**config.mk**
```make
export PLATFORM = sky130hd
export DESIGN_NAME = uart_flow_ctl
export DESIGN_NICKNAME = d
export VERILOG_FILES = /design/src/rtl/uart_flow_ctl.sv
export SDC_FILE = /design/constraint.sdc
export NUM_CORES = 1
export LEC_CHECK = 0
export ABC_AREA = 1
export BUFFER_PORTS_ARGS = -buffer_cell sky130_fd_sc_hd__buf_2
export CORE_AREA = 2 2 39 41
export DETAILED_ROUTE_END_ITERATION = 12
export DIE_AREA = 0 0 41 43
export PLACE_DENSITY = 0.69
export SLEW_MARGIN = 20
export SYNTH_ARGS = -nofsm -noshare
export SYNTH_HDL_FRONTEND = slang
export SYNTH_SLANG_ARGS = --single-unit
```
**constraint.sdc**
```tcl
create_clock -name clk -period 0.96 [get_ports clk]
set_clock_uncertainty 0.15 [all_clocks]
set_input_delay 0.192 -clock clk [delete_from_list [all_inputs] [get_ports clk]]
set_output_delay 0.192 -clock clk [all_outputs]
set_load 0.01 [all_outputs]
```
**src/rtl/uart_flow_ctl.sv**
```systemverilog
module uart_flow_ctl #(
  parameter int LVL_W       = 7,
  parameter int CTRL_W      = 32,
  parameter int CTS_EN_BIT  = 14,
  parameter int CTS_INV_BIT = 15,
  parameter int RTS_EN_BIT  = 18,
  parameter int RTS_SEL_LSB = 19,
  parameter int RTS_INV_BIT = 21
) (
  input  logic              clk,
  input  logic              rst_n,
  input  logic [CTRL_W-1:0] ctrl_i,
  input  logic [LVL_W-1:0]  rx_level_i,
  input  logic              cts_i,
  output logic              tx_allow_o,
  output logic              rts_o
);
  localparam int THR_W = (LVL_W > 6) ? LVL_W + 1 : 7;

  wire        rts_en  = ctrl_i[RTS_EN_BIT];
  wire        rts_inv = ctrl_i[RTS_INV_BIT];
  wire [1:0]  rts_sel = ctrl_i[RTS_SEL_LSB +: 2];
  wire        cts_en  = ctrl_i[CTS_EN_BIT];
  wire        cts_inv = ctrl_i[CTS_INV_BIT];
  wire        unused_ctrl = ^ctrl_i;

  wire [THR_W-1:0] thr   = (rts_sel == 2'd0) ? THR_W'(8) : (THR_W'(rts_sel) << 4);
  wire [THR_W-1:0] level = THR_W'(rx_level_i);
  wire             stop  = rts_en && (level >= thr);

  logic cts_s1, cts_s2;

  always_ff @(posedge clk or negedge rst_n) begin
    if (!rst_n) begin
      cts_s1 <= 1'b1;
      cts_s2 <= 1'b1;
      rts_o  <= 1'b0;
    end else begin
      cts_s1 <= cts_i;
      cts_s2 <= cts_s1;
      rts_o  <= stop ^ rts_inv;
    end
  end

  assign tx_allow_o = !cts_en || !(cts_s2 ^ cts_inv);

  logic [1:0] cyc_q;
  always_ff @(posedge clk or negedge rst_n) begin
    if (!rst_n)              cyc_q <= 2'd0;
    else if (cyc_q != 2'd2)  cyc_q <= cyc_q + 2'd1;
  end

  assert_rts_off_R2: assert property (@(posedge clk) disable iff (!rst_n)
    !rts_en |=> rts_o == $past(rts_inv));

  assert_rts_full_R4: assert property (@(posedge clk) disable iff (!rst_n)
    (rts_en && rx_level_i >= LVL_W'(48)) |=> rts_o != $past(rts_inv));

  assert_rts_room_R4: assert property (@(posedge clk) disable iff (!rst_n)
    (rts_en && rx_level_i < LVL_W'(8)) |=> rts_o == $past(rts_inv));

  assert_cts_off_R6: assert property (@(posedge clk) disable iff (!rst_n)
    !cts_en |-> tx_allow_o);

  assert_cts_sync_R9: assert property (@(posedge clk) disable iff (!rst_n)
    (cts_en && (cyc_q == 2'd2)) |-> tx_allow_o == !($past(cts_i, 2) ^ cts_inv));
endmodule

```
Yosys cells after proc, flatten, opt, wreduce, memory -nomap -nowiden
Index checks and enable logic that the tools add are counted.
{"block": "totals", "ff_bits": 3, "out_inout_bits": 2, "word_cells": 12, "input_bits": 42}
{"block": "classes", "n_lt_le_gt_ge": 1, "bitwise_logic": 2, "muxes": 1, "reduce_logical": 5}
{"operator": ">= comparator 7 x 6 -> 1 bit", "n": 1}
{"operator": "2-to-1 mux 6 bit", "n": 1}
{"operator": "zero test 1 bit", "n": 2}
{"operator": "zero test 2 bit", "n": 1}
{"operator": "bitwise XOR 1 bit", "n": 2}
{"operator": "logical AND 1 bit", "n": 1}
{"operator": "logical OR 1 bit", "n": 1}

Longest topological paths before layout
{"block": "logic_depth", "ltp_word": 5, "ltp_mapped": 10, "depth_no_buf": 10}

Worst setup path before layout
No wires, ideal clock.
{"block": "synth_path", "path_type": "input -> register", "start": "in ctrl_i[19]", "end": "reg rts_o", "arrival_ps": 860, "path_buffers": 0, "setup_time_ps": 116, "required_time_ps": 694, "path_stages": 9, "path_slack_ps": -167, "cell_sequence": "inv_1 -> ha_1 -> nand2_1 -> nor2_1 -> nand2_1 -> nand3_2 -> nand2_1 -> nand2_1 -> nand2_1"}
{"block": "synth_via", "elab_chain_len": 5}
{"element": "from (decl)", "line": "12", "rtl": "input logic [CTRL_W-1:0] ctrl_i,"}
{"element": "zero test 2 bit", "line": "27", "rtl": "wire [THR_W-1:0] thr = (rts_sel == 2'd0) ? THR_W'(8) : (THR_W'(rts_sel) << 4);"}
{"element": "2-to-1 mux 6 bit (*)", "line": "27"}
{"element": ">= comparator 7 x 6 -> 1 bit (*)", "line": "29", "rtl": "wire stop = rts_en && (level >= thr);"}
{"element": "logical AND 1 bit (*)", "line": "29"}
{"element": "bitwise XOR 1 bit (*)", "line": "41", "rtl": "rts_o <= stop ^ rts_inv;"}
{"element": "to (signal assigned)", "line": "41"}
{"element": "to (decl)", "line": "16", "rtl": "output logic rts_o"}
Mark *: on every way between the ends. The rest lies on a longest branch, timed or not.

Worst setup path after layout
{"block": "layout_path", "start": "reg cts_s2", "end": "out tx_allow_o"}
{"block": "layout_via", "elab_chain_len": 3}
{"element": "from (decl)", "line": "31", "rtl": "logic cts_s1, cts_s2;"}
{"element": "from (signal assigned)", "line": "40", "rtl": "cts_s2 <= cts_s1;"}
{"element": "bitwise XOR 1 bit", "line": "45", "rtl": "assign tx_allow_o = !cts_en || !(cts_s2 ^ cts_inv);"}
{"element": "zero test 1 bit", "line": "45"}
{"element": "logical OR 1 bit", "line": "45"}
{"element": "to (decl)", "line": "15", "rtl": "output logic tx_allow_o,"}
Every way passes these cells.

==> impl_metrics.ini <==
[critical_path]
r2r_slack_ns = 0.25
cp.required_ns = 0.62
critPathLaunchType = register
crit_type = register to output port
end_kind = output port
critPathMaxFanout = 1
crit_arrival_ns = 1.07

[global_route]
grt_pass1_vias = 287
grt.total_usage_pct = 8.94
grt_pass1_wl_um = 1000
grt_max_degree = 4
grt_overflow = 0
antenna_found_initial = 0

[sta]
setup_tns_ns = -0.587
grt_setup_unrepaired = true
maxSlewViolCount = 0
hold-worst-slack_ns = 0.0274
fmax_mhz = 708
slew_headroom_pct = 91.6
post-route-period-util_pct = 147
hold_violations = 0
worst_slew_pin_slew_ns = 0.126
finalWorstSetupSlack_ns = -0.452
setup_violations = 3
final.min_clock_period_ns = 1.41

[placed_design]
hpwl_um = 459
portBuffers = 17
post-place-cells = 66
dp_slack_ns = -0.352
placed_area_sq_um = 374
gp_congestion = 0.614

[synthesis]
synth_fp_nets = 78
syn_area_sq_um = 231
synth_cells = 33
yosys.area.top_type_share_pct = 22.7
ys_ff_latch = 3
yosysUniqueCellTypes = 10
yosys_warnings = 0
ys_top_cells_by_area = dfstp_2 23%, nand2_1 18%, ha_1 16%, inv_1 15%, dfrtp_1 11%
synth_area_leader_cell = dfstp_2
yosysSeqAreaShare_pct = 33.5
synth_area_per_cell_sq_um = 7.01

[final_layout]
final_cell_count_no_fill = 73
diodes = 0
stdcell_area_sq_um = 484
synthToLayoutAreaGrowth_pct = 109
drive_gt1_share_pct = 59.6
mostFrequentLayoutCells = 12 x buf_2, 10 x nand2_1, 6 x inv_1
final_util_pct = 35.0
layout_commonest_cell = buf_2
final_nets = 103

[route]
drtIter0Drc = 4
ant_nets = 0
finalWirelength_um = 530
wl_per_cell_um = 7.26
vias = 279
via_per_inst = 3.82
drt_drc_violations_left = 0
first_pass_iters = 2

[clock_tree]
cts-buffers-inserted = 3
clkSlewWorstSetupHoldPaths_ns = 0.04
cts_sinks = 3
htreeDepth = 1
cts_tree = done
cts.path.max_buffers = 2
worstSkewPairLatency_ns = 0.23
cts_root_buf = clkbuf_4

[power_and_ir_drop]
p_switching_mw = 0.128
ir_drop_v = 0.000351
seq_power_share_pct = 27.8
power_density_nw_per_um2 = 1060
power_switching_share_pct = 24.9
total_power_mw = 0.513
power_frac_clock_pct = 42.0
pwr-share-comb_pct = 30.2
power.internal_mw = 0.386
p_leak_nw = 0.249

[die]
placement_rows = 14
io_pins = 44
floorplan.core_area_sq_um = 1380
die_w_um = 41
die_h_um = 43
fp.dieArea_sq_um = 1760
start_util_pct = 16.7

[run_status]
violations = setup timing
outcome = complete, but fails checks

[job]
max_cap_viol_count = 0

[worst_hold_path]
min_path_type = primary input to register
[final timing paths]
| path | end | cells after the start | start |
|---|---|---|---|
| max | tx_allow_o | 3 | cts_s2 |
| min | rts_o | 3 | ctrl_i[21] |
| max reg2reg | cts_s2 | 0 | cts_s1 |
| min reg2reg | cts_s2 | 0 | cts_s1 |
| max in group asynchronous | cts_s1 | 2 | rst_n |
| min in group asynchronous | rts_o | 2 | rst_n |
[worst max-delay path: stages, from the launching register on]
cell     delay [ns]
dfstp_2        0.51
xor2_1         0.14
nand2_1        0.06
buf_2          0.13
[registers in the layout, summed over array words and instances (netlist names)]
signal	cells
rts_o	1
cts_s2	1
cts_s1	1
[power by group through the flow]
stage | clock network, mW | logic [mW] | registers [mW]
3_3_place_gp | 0 | 0.112 | 0.143
2_1_floorplan | 0 | 0.0563 | 0.145
5_1_grt | 0.252 | 0.179 | 0.143
3_5_place_dp | 0 | 0.118 | 0.143
4_1_cts | 0.229 | 0.141 | 0.142
6_report | 0.216 | 0.155 | 0.143
[cell usage after synthesis (all sizes together)]
cell   number
nand2      11
inv         9
nor2        4
ha          3
dfstp       2
nand3       2
dfrtp       1
xor2        1
[cell families (layout without fill, tap and decap cells)]
| group | count (synthesis) | count (layout) | share of synthesized area, % |
|---|---|---|---|
| AND/OR/NAND/NOR | 17 | 17 | 31.9 |
| adder cells (fa/ha/maj) | 3 | 3 | 16.2 |
| flip-flops | 3 | 3 | 33.5 |
| XOR/XNOR | 1 | 1 | 3.78 |
| buffers and inverters | 9 | 33 | 14.6 |
[area by class of cell]
cell class              instances  area, sq um
clock buffers                   4         26.3
fillers                       150          900
inverters                       9         38.8
multi-input cells              21          170
flip-flops and latches          3         77.6
well taps                      16         20.0
repair buffers                 20          151
[metal layers]
layer	wire length [um]	up-vias	global-route usage [%]	share of wire, %
li1	-	146	-	-
met1	153	122	7.40	29
met2	334	11	15.0	63
met3	42	0	3.14	7.9
met4	0	0	8.00	0
met5	0	-	0	0
[what timing repair did]
action | CTS | global route
buffers inserted | 0 | 1
cloned | 0 | 0
setup endpoints to repair | 3 | 3
pin swaps | 8 | 6
hold buffers | 2 | 0
gates resized for setup | 9 | 4
endpoints found under the hold margin | 4 | 0
Power figures use the tool's default switching activity.
